### src/rtl/mgmt_pkg.sv
package mgmt_pkg;

  // Line-rate set selector values
  localparam int RATE_BASIC = 0;
  localparam int RATE_MID   = 1;
  localparam int RATE_TOP   = 2;

  function automatic int addr_w_for(input int rate_sel);
    case (rate_sel)
      RATE_TOP: return 8;
      RATE_MID: return 5;
      default:  return 4;
    endcase
  endfunction

endpackage

### src/rtl/mgmt_handshake.sv
module mgmt_handshake (
  input  logic clk,
  input  logic rst,
  input  logic req,
  output logic accept,
  output logic ack
);

  logic armed_q;

  // A request is taken only when the slave was re-armed by a low sample
  assign accept = req & armed_q;

  always_ff @(posedge clk) begin
    if (rst) begin
      armed_q <= 1'b0;
      ack     <= 1'b0;
    end else begin
      ack <= accept;
      if (accept)
        armed_q <= 1'b0;
      else if (!req)
        armed_q <= 1'b1;
    end
  end

  p_ack_pulse_r1: assert property (@(posedge clk) disable iff (rst)
    ack |=> !ack);

  p_ack_disarms_r4: assert property (@(posedge clk) disable iff (rst)
    ack |-> !armed_q);

endmodule

### src/rtl/mgmt_ctrl_regs.sv
module mgmt_ctrl_regs #(
  parameter int ADDR_W   = 8,
  parameter int DATA_W   = 32,
  parameter int NUM_CTRL = 4
) (
  input  logic                             clk,
  input  logic                             rst,
  input  logic                             wr_en,
  input  logic [ADDR_W-1:0]                wr_addr,
  input  logic [DATA_W-1:0]                wr_data,
  output logic [NUM_CTRL-1:0][DATA_W-1:0]  ctrl
);

  for (genvar i = 0; i < NUM_CTRL; i++) begin : g_word
    localparam logic [ADDR_W-1:0] WORD_ADDR = ADDR_W'(i);
    always_ff @(posedge clk) begin
      if (rst)
        ctrl[i] <= '0;
      else if (wr_en && wr_addr == WORD_ADDR)
        ctrl[i] <= wr_data;
    end
  end

  p_ctrl_hold_r5: assert property (@(posedge clk) disable iff (rst)
    !wr_en |=> $stable(ctrl));

endmodule

### src/rtl/mgmt_read_path.sv
module mgmt_read_path #(
  parameter int ADDR_W   = 8,
  parameter int DATA_W   = 32,
  parameter int NUM_CTRL = 4,
  parameter int STAT_W   = 4
) (
  input  logic                             clk,
  input  logic                             rst,
  input  logic                             rd_en,
  input  logic [ADDR_W-1:0]                rd_addr,
  input  logic [NUM_CTRL-1:0][DATA_W-1:0]  ctrl,
  input  logic [STAT_W-1:0]                status_in,
  output logic [DATA_W-1:0]                rd_data
);

  localparam logic [ADDR_W-1:0] STAT_ADDR = ADDR_W'(NUM_CTRL);

  logic [STAT_W-1:0] stat_q;
  logic [DATA_W-1:0] sel_word;

  always_ff @(posedge clk) begin
    if (rst) stat_q <= '0;
    else     stat_q <= status_in;
  end

  always_comb begin
    sel_word = '0;
    for (int i = 0; i < NUM_CTRL; i++)
      if (rd_addr == ADDR_W'(i)) sel_word = ctrl[i];
    if (rd_addr == STAT_ADDR) sel_word = DATA_W'(stat_q);
  end

  always_ff @(posedge clk) begin
    if (rst)        rd_data <= '0;
    else if (rd_en) rd_data <= sel_word;
  end

  p_rdata_only_on_read_r3: assert property (@(posedge clk) disable iff (rst)
    !rd_en |=> $stable(rd_data));

endmodule

### src/rtl/mgmt_reg_slave.sv
module mgmt_reg_slave #(
  parameter int RATE_SEL = mgmt_pkg::RATE_TOP,
  parameter int ADDR_W   = mgmt_pkg::addr_w_for(RATE_SEL),
  parameter int DATA_W   = 32,
  parameter int NUM_CTRL = 4,
  parameter int STAT_W   = 4
) (
  input  logic              clk,
  input  logic              rst,
  input  logic [ADDR_W-1:0] bus_addr,
  input  logic              bus_req,
  input  logic              bus_rnw,
  input  logic [DATA_W-1:0] bus_wdata,
  output logic              bus_ack,
  output logic [DATA_W-1:0] bus_rdata,
  input  logic [STAT_W-1:0] status_in
);

  localparam logic [ADDR_W-1:0] STAT_ADDR = ADDR_W'(NUM_CTRL);

  logic                            accept;
  logic [NUM_CTRL-1:0][DATA_W-1:0] ctrl;

  mgmt_handshake u_hs (
    .clk    (clk),
    .rst    (rst),
    .req    (bus_req),
    .accept (accept),
    .ack    (bus_ack)
  );

  mgmt_ctrl_regs #(
    .ADDR_W   (ADDR_W),
    .DATA_W   (DATA_W),
    .NUM_CTRL (NUM_CTRL)
  ) u_regs (
    .clk     (clk),
    .rst     (rst),
    .wr_en   (accept & ~bus_rnw),
    .wr_addr (bus_addr),
    .wr_data (bus_wdata),
    .ctrl    (ctrl)
  );

  mgmt_read_path #(
    .ADDR_W   (ADDR_W),
    .DATA_W   (DATA_W),
    .NUM_CTRL (NUM_CTRL),
    .STAT_W   (STAT_W)
  ) u_rd (
    .clk       (clk),
    .rst       (rst),
    .rd_en     (accept & bus_rnw),
    .rd_addr   (bus_addr),
    .ctrl      (ctrl),
    .status_in (status_in),
    .rd_data   (bus_rdata)
  );

  initial begin
    p_addr_width_r8: assert (ADDR_W == mgmt_pkg::addr_w_for(RATE_SEL));
  end

  p_ack_needs_req_r1: assert property (@(posedge clk) disable iff (rst)
    bus_ack |-> $past(bus_req));

  p_unmapped_zero_r5: assert property (@(posedge clk) disable iff (rst)
    (bus_ack && $past(bus_rnw) && $past(bus_addr) > STAT_ADDR) |-> bus_rdata == '0);

endmodule

### config.mk
export PLATFORM = sky130hd
export DESIGN_NAME = mgmt_reg_slave
export DESIGN_NICKNAME = d
export VERILOG_FILES = /design/src/rtl/mgmt_pkg.sv /design/src/rtl/mgmt_handshake.sv /design/src/rtl/mgmt_ctrl_regs.sv /design/src/rtl/mgmt_read_path.sv /design/src/rtl/mgmt_reg_slave.sv
export SDC_FILE = /design/constraint.sdc
export NUM_CORES = 1
export LEC_CHECK = 0
export ABC_AREA = 1
export BUFFER_PORTS_ARGS = -buffer_cell sky130_fd_sc_hd__buf_2
export CAP_MARGIN = 10
export CORE_ASPECT_RATIO = 0.9
export CORE_UTILIZATION = 55
export DETAILED_ROUTE_END_ITERATION = 6
export GPL_ROUTABILITY_DRIVEN = 0
export PLACE_DENSITY = 0.81
export SETUP_SLACK_MARGIN = 0.3
export SYNTH_ARGS = -nofsm -noshare
export SYNTH_HDL_FRONTEND = slang
export SYNTH_SLANG_ARGS = --single-unit
### constraint.sdc
create_clock -name clk -period 3.4 [get_ports clk]
set_input_delay 0.51 -clock clk [delete_from_list [all_inputs] [get_ports clk]]
set_output_delay 0.51 -clock clk [all_outputs]
set_load 0.02 [all_outputs]
# == Word level (Yosys, flattened, before mapping) ==
# Cells that the tools add are included.
# totals
output_inout_bits,33
latchBits,0
register_bits,166
ramBits,0
wordCells,27
mem_bits_ro,0
memories,0
# op_classes
shift,0
muxes,5
n_addsub,0
n_bitwise,4
n_eq_ne,4
magnitude_cmp,0
div_mod_pow,0
reduce_logical,6
n_mul,0
# op_table
operator,n
$mux 32,5
$eq 8x2->1 const B,2
$eq 8x1->1 const B,1
$eq 8x3->1 const B,1
$logic_not 8->1,1
$logic_and 1x1->1,4
$and 1x1->1,3
$reduce_or 2->1,1
$not 1->1,1

# == Logic depth before layout (Yosys ltp) ==
# logic_depth
depth_word,6
depth_mapped,10
ltp_nobuf,8

# == By module ==
# A second synthesis with hierarchy kept.
# hier_totals
cells_unflattened,1205
hier_area_um2,8179.1
# modules_own_cells
mod,cells_per_inst,area_each_um2,n_inst,seq_area_each_um2
mgmt_ctrl_regs,756,5481.5,1,2562.5
mgmt_read_path,439,2622.5,1,720.7
mgmt_handshake,6,57.6,1,40.0
mgmt_reg_slave,4,17.5,1,0.0

# == Worst setup path after synthesis ==
# No wires, ideal clock.
# synth_timing
kind,input -> register
from,input port bus_addr[7]
to,register u_regs.ctrl[85] (netlist name)
required_ns,3.284
t_arrival_ns,1.417
path_slack_ns,1.867
stages,8
setup_ns,0.116
path_cell_list,nor2_2 nand2_2 inv_2 buf_6 nand3_4 clkbuf_2 o21ai_0 nor2_1
# synth_via
elab_chain_len,2
# synth_rtl
item,line,rtl
from (decl),mgmt_reg_slave.sv:10,"input logic [ADDR_W-1:0] bus_addr,"
$eq 8x2->1,mgmt_ctrl_regs.sv:19,else if (wr_en && wr_addr == WORD_ADDR)
$logic_and 1x1->1,mgmt_ctrl_regs.sv:19,
"to (signal, indexed assignment)",mgmt_ctrl_regs.sv:20,ctrl[i] <= wr_data;
to (decl),mgmt_ctrl_regs.sv:11,output logic [NUM_CTRL-1:0][DATA_W-1:0] ctrl
# Every way passes these cells.
# A chain may end at the register's enable or synchronous reset.

# == Worst setup path in the final report ==
# layout_timing
from,input port bus_addr[0]
to,register u_regs.ctrl[110] (netlist name)
# Same word-level chain as after synthesis.

==> qor.csv <==
metric,value,unit
final_net_count,1065,
peakVddDrop,0.488,mV
initial_core_util,57.3,%
dp_hpwl,10700,um
grt_use_total,29.1,%
fill_cells,1099,
detailedRoute.firstPassIterationCount,5,
place.detailed.instances,1158,
final-hold-violation-count,0,
initialDrtViolationCount,594,
antenna_found_initial,0,
crit_slowest_cell,buf_2,
cts_tree,yes,
clk_latency_worst_skew_pair,0.42,ns
core_region_area,12300,um^2
critPathBufInv,1,
timing.setup.critical_path_class,input pin to register,
max_cap_violations,0,
antenna_cells,0,
fraction_of_synthesized_cell_area_taken_by_the_top_area_cell_type,47.3,%
antenna_violating_nets_post_route,0,
globalRoute.busiestLayer,met2,
netlist-cell-type-count,24,
crit_path_max_fanout,53,
mappedNetlistNets,1026,
achievable-frequency,0.437,GHz
met1_usage,37.4,%
drive_above_1_share,14.1,%
cts-root-to-sink-buffers,2,
avgRoutedWirePerCell,15.4,um
ys_warn_count,0,
drt_drc_violations_left,0,
cts_made_buffers,17,
cts_setup_buffers,0,
synthCells,978,
power-per-cell-area,520,nW/um^2
rrSetupSlack,1.56,ns
seq_area_frac_synth,47.3,%
setup_viol_count_final,0,
worstPathRequired,3.74,ns
clock_sinks,166,
worst_setup_path_end_kind,register,
pin_count_of_the_biggest_net_entering_global_routing,77,
routed-via-count,6523,
route.detailed.vias_per_inst,5.49,
die-area,13200,um^2
synth_top_cells_by_area,"dfxtp_1 47%, nor2_1 13%, nand2_1 9.2%",
worst_endpoint_data_arrival_time,2.63,ns
grt_pass1_vias,5961,
groute.layer.met2.usage,47.9,%
min_path_type,input pin to register,
fp.dieW,121,um
reported_leakage_power,3.14,nW
timing.final.crit_share,67.3,%
grt-ovfl-total,0,
finalMaxSlewViolations,0,
period_minus_slack,2.29,ns
timing.max_slew.rel_slack,44.0,%
buffer_ports.inserted,80,
standard_cell_row_count,38,
tightest_slew,0.839,ns
grt_first_pass_wirelength,29900,um
finalNonFillerCells,1189,
cell_area_after_synthesis,7030,um^2
area.growth.synth_to_final,12.9,%
floorplan.io_pins,81,
crit_chain,buf_2 -> nand2_1 -> nor2_4 -> nand2_4 -> nor2_8 -> nand2_1 -> a21oi_1,
critical_path.top_delay_family,simple AND/OR/NAND/NOR gates,
clkSlewWorstSetupHoldPaths,0.06,ns
setup_total_negative_slack,0,ns
status,finished clean,
worstSetupStartpointType,input pin,
synth.avg_cell_area,7.18,um^2
buffer_cell_driving_the_clock_tree_root,clkbuf_16,
cpMostUsedCell,nand2_1,
cts_repair_resized_insts,0,
die_y,109,um
crit_path_max_incr_delay,0.54,ns
totalWireLength,18300,um
use_met3,7.48,%
synth-seq-cells,166,
setup_repair_after_global_routing_missed_its_margin,false,
fin_skew,0.00784,ns
hold_buffers,0,
h_tree_levels,4,
library_cell_with_the_largest_summed_area_after_synthesis,dfxtp_1,
metrics by stage:
stage | power [mW] | hold slack [ns] | cell area [um^2] | utilization, % | worst slack [ns]
finish | 4.13 | 0.269 | 7930 | 64.7 | 1.11
global placement | 2.16 | 0.438 | 7310 | 59.6 | 0.815
floorplan | 2.09 | 0.430 | 7030 | - | 1.87
global route | 4.25 | 0.263 | 7930 | 64.7 | 0.969
detailed placement | 2.16 | 0.442 | 7310 | 59.6 | 0.748
CTS | 4.13 | 0.266 | 7930 | 64.7 | 1.15
registers in the layout (all words and copies together) (netlist names):
signal	flops
u_rd.stat_q	4
u_hs.ack	1
u_hs.armed_q	1
u_regs.ctrl	128
u_rd.rd_data	32
report_power, final:
group          switching, mW  total [mW]  leakage [nW]  internal (mW)
sequential           0.00198        1.95          1.34           1.95
clock                  0.759        2.01         0.301           1.25
combinational          0.123       0.171          1.50         0.0483
total                  0.884        4.13          3.14           3.24
synth_stat cells:
cell type  count
nand2_2        6
inv_1         19
clkbuf_1      33
clkbuf_2       4
nor3_1        10
clkinv_2       1
nand2_1      172
buf_2         15
nand3_4        1
nor2_4         3
nor2_8         1
o21ai_1       14
nand4_1        2
nand3_1       38
o21ai_0      116
a21oi_1       69
dfxtp_1      166
o211ai_1      30
inv_2          5
nor2_2         5
buf_4          5
nor2_1       249
buf_6         13
nand2_4        1
worst paths after layout:
kind	to	start	cells past startpoint
setup reg to reg	u_regs.ctrl[66]	u_hs.armed_q	8
hold reg to reg	u_regs.ctrl[6]	u_regs.ctrl[6]	2
hold / removal	u_hs.armed_q	bus_req	2
setup / recovery	u_regs.ctrl[110]	bus_addr[0]	7
cells by family after synthesis:
group | Yosys count | synth area share [%]
buf+inv | 95 | 7.09
flops | 166 | 47.3
simple gates | 488 | 28.2
compound gates | 229 | 17.4
layout make-up:
class	instances	area, um^2	area share [%]
flip-flops and latches	166	3320	41.9
multi-input cells	717	3210	40.4
clock buffers	23	498	6.28
repair buffers	90	488	6.15
well taps	160	200	2.52
clock inverters	8	120	1.51
inverters	25	95.1	1.20
layout by cell type, fill, tap and decap left out, types with 2 or more instances in the layout:
master	n
a21oi_1	69
buf_2	80
buf_4	9
bufinv_16	3
clkbuf_16	17
clkbuf_8	5
clkinv_2	4
clkinvlp_4	2
dfxtp_1	166
inv_1	18
inv_2	6
nand2_1	172
nand2_2	6
nand3_1	38
nand4_1	2
nor2_1	248
nor2_2	6
nor2_4	3
nor3_1	10
o211ai_1	30
o21ai_0	116
o21ai_1	14
per-layer routing:
layer / vias to the layer above / routed length, um
li1: 3264 / -
met1: 2966 / 7970
met2: 259 / 8500
met3: 34 / 1480
met4: 0 / 320
met5: - / 0
(Power assumes the default switching activity.)
